File: config.mk
export PLATFORM = sky130hd
export DESIGN_NAME = dbg_bus_gate
export DESIGN_NICKNAME = d
export VERILOG_FILES = /design/src/rtl/dbg_gate_pkg.sv /design/src/rtl/dbg_gate_ctrl.sv /design/src/rtl/dbg_strobe_gate.sv /design/src/rtl/dbg_request_gate.sv /design/src/rtl/dbg_bus_gate.sv
export SDC_FILE = /design/constraint.sdc
export NUM_CORES = 1
export LEC_CHECK = 0
export BUFFER_PORTS_ARGS = -buffer_cell sky130_fd_sc_hd__buf_2
export CAP_MARGIN = 0
export CORE_AREA = 2 2 39 41
export CTS_BUF_LIST = sky130_fd_sc_hd__clkbuf_4 sky130_fd_sc_hd__clkbuf_8
export DETAILED_ROUTE_END_ITERATION = 8
export DIE_AREA = 0 0 41 43
export HOLD_SLACK_MARGIN = 0.06
export SKIP_CTS_REPAIR_TIMING = 1
export SYNTH_ARGS = -nofsm -noshare
export SYNTH_HDL_FRONTEND = slang
export SYNTH_SLANG_ARGS = --single-unit
File: constraint.sdc
create_clock -name clk -period 1.8 [get_ports clk]
set_input_delay 0.09 -clock clk [delete_from_list [all_inputs] [get_ports clk]]
set_output_delay 0.09 -clock clk [all_outputs]
set_load 0.01 [all_outputs]
File: src/rtl/dbg_gate_pkg.sv
// Package: shared command encoding for the debug bus gate.
// Assumes the request enables occupy the low select codes, refresh the next one.
package dbg_gate_pkg;
    typedef enum logic {
        CMD_CLEAR = 1'b0,
        CMD_SET   = 1'b1
    } cmd_op_e;
endpackage

File: src/rtl/dbg_gate_ctrl.sv
// Module: dbg_gate_ctrl
// Holds the mode register, the per-request enables and the refresh enable.
// Assumes single-cycle commands; a broadcast touches request enables only.
module dbg_gate_ctrl #(
    parameter int NUM_REQ     = 3,
    parameter bit REFRESH_RST = 1'b1,
    localparam int SEL_W      = $clog2(NUM_REQ + 1)
) (
    input  logic               clk,
    input  logic               rst_n,
    input  logic               run_i,
    input  logic               cmd_valid_i,
    input  logic               cmd_set_i,
    input  logic               cmd_all_i,
    input  logic [SEL_W-1:0]   cmd_sel_i,
    output logic               run_q_o,
    output logic               refresh_q_o,
    output logic [NUM_REQ-1:0] req_en_q_o
);
    import dbg_gate_pkg::*;

    cmd_op_e op;
    assign op = cmd_op_e'(cmd_set_i);

    // Mode register: paused out of reset, follows run_i afterwards.
    always_ff @(posedge clk) begin
        if (!rst_n) run_q_o <= 1'b0;
        else        run_q_o <= run_i;
    end

    // One enable flop per request line, written by targeted or broadcast command.
    for (genvar i = 0; i < NUM_REQ; i++) begin : g_en
        always_ff @(posedge clk) begin
            if (!rst_n)
                req_en_q_o[i] <= 1'b1;
            else if (cmd_valid_i && (cmd_all_i || cmd_sel_i == SEL_W'(i)))
                req_en_q_o[i] <= (op == CMD_SET);
        end
    end

    // Refresh enable: only a targeted command at the top code writes it.
    always_ff @(posedge clk) begin
        if (!rst_n)
            refresh_q_o <= REFRESH_RST;
        else if (cmd_valid_i && !cmd_all_i && cmd_sel_i == SEL_W'(NUM_REQ))
            refresh_q_o <= (op == CMD_SET);
    end
endmodule

File: src/rtl/dbg_strobe_gate.sv
// Module: dbg_strobe_gate
// Forces active-low target strobes inactive while paused, passes them when running.
// Assumes strobes are active low, so inactive is logic one.
module dbg_strobe_gate #(
    parameter int NUM_STRB = 4
) (
    input  logic                run_i,
    input  logic [NUM_STRB-1:0] cpu_strb_n_i,
    output logic [NUM_STRB-1:0] tgt_strb_n_o
);
    // Per-strobe OR with the paused condition.
    for (genvar s = 0; s < NUM_STRB; s++) begin : g_strb
        always_comb tgt_strb_n_o[s] = cpu_strb_n_i[s] | ~run_i;
    end
endmodule

File: src/rtl/dbg_request_gate.sv
// Module: dbg_request_gate
// Lets each active-low target request reach the CPU only when running and enabled.
// Assumes a blocked request is shown to the CPU as logic one.
module dbg_request_gate #(
    parameter int NUM_REQ = 3
) (
    input  logic               run_i,
    input  logic [NUM_REQ-1:0] req_en_i,
    input  logic [NUM_REQ-1:0] tgt_req_n_i,
    output logic [NUM_REQ-1:0] cpu_req_n_o
);
    // Each line is gated by its own enable bit and the shared mode.
    for (genvar r = 0; r < NUM_REQ; r++) begin : g_req
        always_comb cpu_req_n_o[r] = (run_i && req_en_i[r]) ? tgt_req_n_i[r] : 1'b1;
    end
endmodule

File: src/rtl/dbg_bus_gate.sv
// Module: dbg_bus_gate (top)
// Debug-mode gating of target strobes and CPU request lines with stored enables.
// Assumes the host issues one command per cycle; status shows stored, not gated, values.
module dbg_bus_gate #(
    parameter int NUM_REQ     = 3,
    parameter int NUM_STRB    = 4,
    parameter bit REFRESH_RST = 1'b1,
    localparam int SEL_W      = $clog2(NUM_REQ + 1),
    localparam int STAT_W     = NUM_REQ + 2
) (
    input  logic                clk,
    input  logic                rst_n,
    input  logic                run_i,
    input  logic                cmd_valid_i,
    input  logic                cmd_set_i,
    input  logic                cmd_all_i,
    input  logic [SEL_W-1:0]    cmd_sel_i,
    input  logic [NUM_STRB-1:0] cpu_strb_n_i,
    output logic [NUM_STRB-1:0] tgt_strb_n_o,
    input  logic [NUM_REQ-1:0]  tgt_req_n_i,
    output logic [NUM_REQ-1:0]  cpu_req_n_o,
    output logic [STAT_W-1:0]   status_o
);
    logic               run_q;
    logic               refresh_q;
    logic [NUM_REQ-1:0] req_en_q;

    dbg_gate_ctrl #(.NUM_REQ(NUM_REQ), .REFRESH_RST(REFRESH_RST)) ctrl_i (
        .clk(clk), .rst_n(rst_n), .run_i(run_i),
        .cmd_valid_i(cmd_valid_i), .cmd_set_i(cmd_set_i),
        .cmd_all_i(cmd_all_i), .cmd_sel_i(cmd_sel_i),
        .run_q_o(run_q), .refresh_q_o(refresh_q), .req_en_q_o(req_en_q)
    );

    dbg_strobe_gate #(.NUM_STRB(NUM_STRB)) strb_i (
        .run_i(run_q), .cpu_strb_n_i(cpu_strb_n_i), .tgt_strb_n_o(tgt_strb_n_o)
    );

    dbg_request_gate #(.NUM_REQ(NUM_REQ)) req_i (
        .run_i(run_q), .req_en_i(req_en_q),
        .tgt_req_n_i(tgt_req_n_i), .cpu_req_n_o(cpu_req_n_o)
    );

    // Status packs stored state: mode, refresh, then request enables.
    always_comb status_o = {run_q, refresh_q, req_en_q};
endmodule

Word-level counts from Yosys, hierarchy flattened
Index checks and enable logic that the tools add are counted.
Cells by class
  equal/unequal tests: 3
  multiplexer cells: 3
  bitwise logic cells: 5
  reduce and logical (&&, ||, !) cells: 13
Operators with widths (count)
  $logic_and 1x1->1: 8
  $eq 2x2->1 const B: 2
  $or 1x1->1: 4
  $logic_or 1x1->1: 3
  $mux 1: 3
  $eq 2x1->1 const B: 1
  $logic_not 2->1: 1
  $logic_not 1->1: 1
  $not 1->1: 1
Storage, ports and cells
  register bits after elaboration: 5
  input port bits: 15
  output and inout bits: 12
  word-level logic and storage cells: 29

Longest topological paths before layout
Gate-level depths: netlist (run 1).
  depth after elaboration: 3
  mapped depth: 3
  gate-level depth less buffers: 3

By module
A second synthesis (run 1) with hierarchy kept.
Unflattened totals
  cell total of the unflattened synthesis: 31
  area total of the unflattened synthesis: 277.8 um^2
By module, submodules not included
  dbg_gate_ctrl: times used 1, cells an instance 22, area an instance 215.2 um^2, sequential area each 100.1 um^2
  dbg_strobe_gate: times used 1, cells an instance 4, area an instance 25.0 um^2, sequential area each 0.0 um^2
  dbg_request_gate: times used 1, cells an instance 3, area an instance 22.5 um^2, sequential area each 0.0 um^2
  dbg_bus_gate: times used 1, cells an instance 2, area an instance 15.0 um^2, sequential area each 0.0 um^2

Worst setup path before layout (run 1)
Ideal clock, no wire load.
  kind: register -> output
  from: register ctrl_i.run_q_o
  to: output cpu_req_n_o[0]
  arrival: 0.551 ns
  data required time: 1.710 ns
  slack: 1.159 ns
  stages on the path, launching flop included: 2
  path buffers: 0
  path through: dfxtp_1 > nand3b_1
Between the ends
  cells in the longest elaborated chain, start to end: 2
RTL lines
  from (decl): RTL line dbg_gate_ctrl.sv:16  | output logic run_q_o,
  from (signal assigned): RTL line dbg_gate_ctrl.sv:28  | else run_q_o <= run_i;
  $logic_and 1x1->1: RTL line dbg_request_gate.sv:14  | always_comb cpu_req_n_o[r] = (run_i && req_en_i[r]) ? tgt_req_n_i[r] : 1'b1;
  $mux 1: RTL line dbg_request_gate.sv:14
  to (decl): RTL line dbg_bus_gate.sv:21  | output logic [NUM_REQ-1:0] cpu_req_n_o,
Every way passes these cells.

Final worst setup path (run 1)
Ends and elaborated chain as after synthesis.

==> flow_summary.toml, run 1 <==
[global_route]
grt.total_usage_pct = 8.64
grt_max_degree = 9
gr-total-overflow = 0
antenna_found_initial = 0
grt_pass1_wl_mm = 1.00
first_global_vias = 277

[final_layout]
final_layout_size_suffix_gt1_share_pct = 50.8
final_common_cell = "buf_2"
area_growth_pct = 59.5
nets = 75
final_cell_mix = "buf_2, nor2b_1, dfxtp_1"
num_antenna_cells = 0
n_fill_cell = 159

[die]
dieArea_um2 = 1760
start_util_pct = 20.1
rows = 14
die_w_um = 41
core_um2 = 1380
die_h_um = 43
io_pins = 27

[yosys]
syn_inst = 31
ys_seq_elements = 5
syn_area_um2 = 278
postSynthAreaPerCell_um2 = 8.96
synth_cell_type_count = 11
synth_nets = 46
ys_seq_area_share_pct = 36.0
ys.warnings.count = 0

[flow_run]
max-cap-violations = 0

[setup_path]
setup.worst_path.class = "flip-flop to output pin"
path_cells = "nand3b_1 > buf_2"
path_delay_family = "flip-flops"
cp_max_fo = 8
rr_worst_depth = 2
worst-path-buf-inv = 1
end_kind = "output pin"
cp.arrival_ns = 0.94
cp.depth = 2
crit_required_ns = 1.71
startpoint_type = "flip-flop"
cpPeakStageDelay_ns = 0.46
slowest_stage = "dfxtp_1"

[route]
vias_per_cell = 3.89
ant_nets = 0
drtPass1Iterations = 4
wl_per_cell_um = 8.99
drt_iter0_markers = 6
route.detailed.drc = 0
routed_wl_um = 674
vias = 292

[timing]
fin_worst_skew_ns = 0
finalMaxSlewViolations = 0
period_share_pct = 57.3
hold_violations = 0
fin_crit_ns = 1.03
setup_slack_ns = 0.768
fmax_mhz = 969
tns_ns = 0
tightest_slew_ns = 0.261
setup_viol = 0
rsz0062_at_grt = "false"
maxSlewHeadroom_pct = 82.6

[pwr]
leakage_nw = 0.210
cellPowerDensity_nw_per_um2 = 725
ir_worst_vdd_uv = 261

[placed_design]
portBuffers = 26
gp_congestion = 0.618
pre_cts_ws_ns = 1.02

[cts]
clk_pin_slew_ns = 0.04
cts-root-buf = "clkbuf_4"
cts.sinks = 5
htreeDepth = 1
clk_latency_ns = 0.23
cts_buffer_depth = 2
cts_tree = "yes"
cts_made_buffers = 3

[run_status]
status = "finished clean"

[hold_path]
worstHoldPathType = "primary input to flip-flop"
hold_depth = 2
==> sequential cells by signal, indices dropped and copies added, names as in the netlist <==
| signal | cells |
|---|---|
| ctrl_i.req_en_q_o | 3 |
| ctrl_i.refresh_q_o | 1 |
| ctrl_i.run_q_o | 1 |
==> worst register-to-register path, cell delays in order, from the launching register on <==
cell and delay [ns]:
dfxtp_1 0.32, nor2b_1 0.12, mux2i_1 0.08
==> per-stage QoR <==
stage | cell area [um^2] | util [%] | total power, mW | hold slack [ns] | std cells
2_1_floorplan | 278 | - | 0.152 | 0.152 | 31
3_3_place_gp | 413 | 29.8 | 0.181 | 0.296 | 71
3_5_place_dp | 413 | 29.8 | 0.182 | 0.301 | 71
4_1_cts | 443 | 32.0 | 0.327 | 0.0564 | 75
5_1_grt | 443 | 32.0 | 0.345 | 0.0646 | 75
6_report | 443 | 32.0 | 0.321 | 0.0567 | 75
==> final cells by class <==
type	count	area, um^2	share of cell area [%]
repair buffers	26	130	29.4
well taps	16	20.0	4.52
multi-input cells	24	163	36.7
clock buffers	4	30.0	6.78
flip-flops and latches	5	100	22.6
==> logic make-up (layout without fill, tap and decap cells) <==
group / after synthesis / count (layout) / synth area share, %
AND/OR/NAND/NOR: 17 / 17 / 38.7
AO/OA/AOI/OAI: 3 / 3 / 5.40
buffers and inverters: 2 / 30 / 5.40
multiplexers: 4 / 4 / 14.4
flip-flops: 5 / 5 / 36.0
==> path summary, 6_finish.rpt <==
path	startpoint	end	slack (ns)
max reg2reg	ctrl_i.req_en_q_o[2]	ctrl_i.req_en_q_o[2]	1.17
min reg2reg	ctrl_i.refresh_q_o	ctrl_i.refresh_q_o	0.48
max	ctrl_i.run_q_o	cpu_req_n_o[0]	0.77
min	run_i	ctrl_i.run_q_o	0.06
==> power by group <==
group          internal, mW  switching, mW
Combinational        0.0314         0.0247
Clock                0.0987         0.0436
Sequential            0.117        0.00573
==> synthesized netlist by cell type <==
cell type,number,share of area [%]
nand4b_1,1,3.2
buf_4,2,5.4
nor2_1,1,1.4
nand2b_1,4,9.0
and2_1,1,2.3
nand3b_1,3,8.1
dfxtp_1,5,36
o21ai_1,3,5.4
nand2_1,1,1.4
mux2i_1,4,14
nor2b_1,6,14
==> layer usage <==
metal  GRT usage (%)  part of all wire (%)
met5               0                     0
met4            8.00                     0
met3            3.14                   2.4
met2            12.8                    57
met1            8.71                    41
No activity file was read; power rests on OpenSTA's default activity.
==> run 2: changes to the inputs <==
==> constraint.sdc (replaced) <==
create_clock -name clk -period 0.9 [get_ports clk]
set_input_delay 0.045 -clock clk [delete_from_list [all_inputs] [get_ports clk]]
set_output_delay 0.045 -clock clk [all_outputs]
set_load 0.01 [all_outputs]
==> run 2 against run 1 <==
Utilization rose by 1.7 points. Global-route usage is the same. Cell count rose by 2.7%. Sequential power is 99% higher. Sequential share of layout area decreased by 0.35 points. Clock power grew 100%. Largest cell class unchanged. Highest routed layer unchanged.
==> flow_summary.toml, run 2 (synthesis gave the netlist of run 1 again) <==
[final_layout]
final_util_pct = 33.7
area_growth_pct = 68.0
stdcell_area_um2 = 467
final_layout_size_suffix_gt1_share_pct = 50.8
reg.largest.list = "ctrl_i.req_en_q_o (3), ctrl_i.refresh_q_o (1), ctrl_i.run_q_o (1)"
largest_reg_flops = 3
num_antenna_cells = 0
nets = 77
final_common_cell = "buf_2"
final_cell_mix = "buf_2, nor2b_1"
largest-register = "ctrl_i.req_en_q_o"

[cts]
htreeDepth = 1
cts_made_buffers = 3
cts_tree = "yes"
cts-root-buf = "clkbuf_4"
cts_buffer_depth = 2
clk_pin_slew_ns = 0.04
clk_latency_ns = 0.23
cts.sinks = 5

[global_route]
grt_max_degree = 9
grt.total_usage_pct = 8.64
first_global_vias = 277
antenna_found_initial = 0
grt_pass1_wl_mm = 1.00
gr-total-overflow = 0

[route]
wl_per_cell_um = 9.10
ant_nets = 0
vias = 303
routed_wl_um = 701
vias_per_cell = 3.94
drtPass1Iterations = 4
route.detailed.drc = 0
drt_iter0_markers = 6

[die]
die_h_um = 43
dieArea_um2 = 1760
start_util_pct = 20.1
die_w_um = 41
rows = 14
io_pins = 27
core_um2 = 1380

[timing]
setup_viol = 0
hold_violations = 0
tightest_slew_ns = 0.180
finalMaxSlewViolations = 0
period_share_pct = 96.5
maxSlewHeadroom_pct = 88.0
fin_worst_skew_ns = 0
fmax_mhz = 1150
rsz0062_at_grt = "true"
fin_crit_ns = 0.868

[pwr]
ir_worst_vdd_uv = 523
leakage_nw = 0.219
cellPowerDensity_nw_per_um2 = 1390

[run_status]
status = "finished clean"

[setup_path]
crit_required_ns = 0.85
cp_max_fo = 8
end_kind = "output pin"
setup.worst_path.class = "flip-flop to output pin"
startpoint_type = "flip-flop"
cp.arrival_ns = 0.82

[placed_design]
dpl-instance-area_um2 = 413
portBuffers = 26
gp_congestion = 0.618

[flow_run]
max-cap-violations = 0

[hold_path]
worstHoldPathType = "primary input to flip-flop"
-- run 2: power by group --
group	internal (mW)	switching, mW
Sequential	0.233	0.0115
Clock	0.197	0.0868
Combinational	0.0686	0.0510
-- run 2: layer usage --
layer  up-vias  track usage, %  part of all wire [%]
li1        164               -                     -
met1       135            8.71                    41
met2         4            12.8                    57
met3         0            3.14                   2.3
met4         0            8.00                     0
met5         -               0                     0
-- run 2: layout make-up --
type | count | area, um^2
Sequential cell | 5 | 104
Fill cell | 157 | 917
Tap cell | 16 | 20.0
Timing Repair Buffer | 28 | 150
Clock buffer | 4 | 30.0
Multi-Input combinational cell | 24 | 163
-- run 2: critical path: stages, from the launching register on --
cell      delay, ns
dfxtp_4        0.38
nand3b_1       0.07
buf_2          0.14
-- run 2: metrics by stage --
stage / setup TNS (ns) / power [mW] / instances / setup WS, ns / hold slack (ns)
2_1_floorplan: 0 / 0.303 / 31 / 0.283 / 0.107
3_3_place_gp: 0 / 0.361 / 71 / 0.179 / 0.251
3_5_place_dp: 0 / 0.363 / 71 / 0.165 / 0.256
4_1_cts: -0.540 / 0.653 / 75 / -0.0917 / 0.0114
5_1_grt: -0.0375 / 0.696 / 77 / -0.0151 / 0.0602
6_report: 0 / 0.648 / 77 / 0.0315 / 0.0475
-- run 2: final timing paths --
check                                          start                   end  slack [ns]  depth (start not counted)
worst min-delay path                       cmd_set_i    ctrl_i.refresh_q_o        0.05                          3
worst max-delay path                  ctrl_i.run_q_o        cpu_req_n_o[0]        0.03                          2
worst min register to register    ctrl_i.refresh_q_o    ctrl_i.refresh_q_o        0.48                          2
worst max register to register  ctrl_i.req_en_q_o[2]  ctrl_i.req_en_q_o[2]        0.27                          2
==> run 3: changes to the inputs <==
--- a/config.mk
+++ b/config.mk
@@ -8,7 +8,6 @@
 export BUFFER_PORTS_ARGS = -buffer_cell sky130_fd_sc_hd__buf_2
 export CAP_MARGIN = 0
 export CORE_AREA = 2 2 39 41
-export CTS_BUF_LIST = sky130_fd_sc_hd__clkbuf_4 sky130_fd_sc_hd__clkbuf_8
 export DETAILED_ROUTE_END_ITERATION = 8
 export DIE_AREA = 0 0 41 43
 export HOLD_SLACK_MARGIN = 0.06
==> run 3 against run 2 <==
Sequential cell count did not move. Cell count stayed put. Largest cell class unchanged. Global-route usage increased by 0.30 points. Combinational power hardly changed. Clock power down 12%. Power is 5.1% lower. Maximum frequency about the same. Critical path depth unchanged. Die area did not move. Worst hold slack better by 0.0023 ns. Critical endpoint unchanged.
==> flow_summary.toml, run 3 (synthesis gave the netlist of run 1 again) <==
[cts]
cts-root-buf = "clkbuf_4"
htreeDepth = 1
clk_latency_ns = 0.23
cts_tree = "yes"
cts_buffer_depth = 2
cts_made_buffers = 3
clk_pin_slew_ns = 0.04
cts.sinks = 5

[die]
rows = 14
die_w_um = 41
io_pins = 27
start_util_pct = 20.1
core_um2 = 1380
dieArea_um2 = 1760
die_h_um = 43

[route]
drtPass1Iterations = 4
ant_nets = 0
drt_iter0_markers = 2
routed_wl_um = 696
vias = 306
vias_per_cell = 3.97
wl_per_cell_um = 9.04
route.detailed.drc = 0

[timing]
tightest_slew_ns = 0.180
fin_crit_ns = 0.869
fmax_mhz = 1150
hold_violations = 0
tns_ns = 0
setup_viol = 0
maxSlewHeadroom_pct = 88.0
finalMaxSlewViolations = 0
rsz0062_at_grt = "true"
period_share_pct = 96.5
fin_worst_skew_ns = 0
fin_hold_ws_ns = 0.0499

[pwr]
ir_worst_vdd_uv = 509
cellPowerDensity_nw_per_um2 = 1330
leakage_nw = 0.216

[final_layout]
final_common_cell = "buf_2"
area_growth_pct = 66.7
largest-register = "ctrl_i.req_en_q_o"
nets = 77
largest_reg_flops = 3
num_antenna_cells = 0
final_layout_size_suffix_gt1_share_pct = 49.2
reg.largest.list = "ctrl_i.req_en_q_o (3), ctrl_i.refresh_q_o (1), ctrl_i.run_q_o (1)"
final_cell_mix = "buf_2, nor2b_1, nand2b_1, mux2i_1, dfxtp_1"

[placed_design]
gp_congestion = 0.618
portBuffers = 26

[setup_path]
startpoint_type = "flip-flop"
cp.arrival_ns = 0.82
cp_max_fo = 8
end_kind = "output pin"
setup.worst_path.class = "flip-flop to output pin"
crit_required_ns = 0.85

[global_route]
antenna_found_initial = 0
first_global_vias = 281
grt_max_degree = 9
grt.total_usage_pct = 8.94
grt_pass1_wl_mm = 1.04
gr-total-overflow = 0

[hold_path]
worstHoldPathType = "primary input to flip-flop"

[flow_run]
max-cap-violations = 0

[run_status]
status = "finished clean"
==> run 3: cell counts in the layout (fill, tap and decap cells not counted) <==
Identical to the previous run, type by type.
==> run 3: per-layer routing <==
| metal | global-route usage (%) | vias up | part of all wire [%] |
|---|---|---|---|
| li1 | - | 164 | - |
| met1 | 9.35 | 138 | 39 |
| met2 | 13.1 | 4 | 58 |
| met3 | 3.14 | 0 | 2.3 |
| met4 | 8.00 | 0 | 0 |
| met5 | 0 | - | 0 |
==> run 3: final timing paths <==
| path | from | endpoint | slack (ns) | depth (start not counted) |
|---|---|---|---|---|
| worst min-delay path | cmd_set_i | ctrl_i.refresh_q_o | 0.05 | 3 |
| worst max register to register | ctrl_i.req_en_q_o[2] | ctrl_i.req_en_q_o[2] | 0.27 | 2 |
| worst min register to register | ctrl_i.refresh_q_o | ctrl_i.refresh_q_o | 0.48 | 2 |
| worst max-delay path | ctrl_i.run_q_o | cpu_req_n_o[0] | 0.03 | 2 |
==> run 3: critical path, stage by stage (launching register included) <==
cell	delay, ns
dfxtp_4	0.38
nand3b_1	0.07
buf_2	0.14
==> run 3: area by class of cell <==
cell class / count / area [um^2]
repair buffers: 28 / 150
multi-input cells: 24 / 163
flip-flops and latches: 5 / 104
well taps: 16 / 20.0
clock buffers: 4 / 26.3
fillers: 161 / 921
==> run 3: power breakdown <==
group          switching [mW]  internal, mW
clock network          0.0838         0.167
registers              0.0115         0.233
logic                  0.0508        0.0686
==> run 3: metrics by stage <==
step / power (mW) / area, um^2 / cells / setup slack, ns / utilization (%)
after global routing: 0.666 / 463 / 77 / -0.0151 / 33.5
after floorplan: 0.303 / 278 / 31 / 0.283 / -
final: 0.615 / 463 / 77 / 0.0313 / 33.5
after global placement: 0.361 / 413 / 71 / 0.179 / 29.8
after CTS: 0.619 / 439 / 75 / -0.0917 / 31.7
after detailed placement: 0.363 / 413 / 71 / 0.165 / 29.8
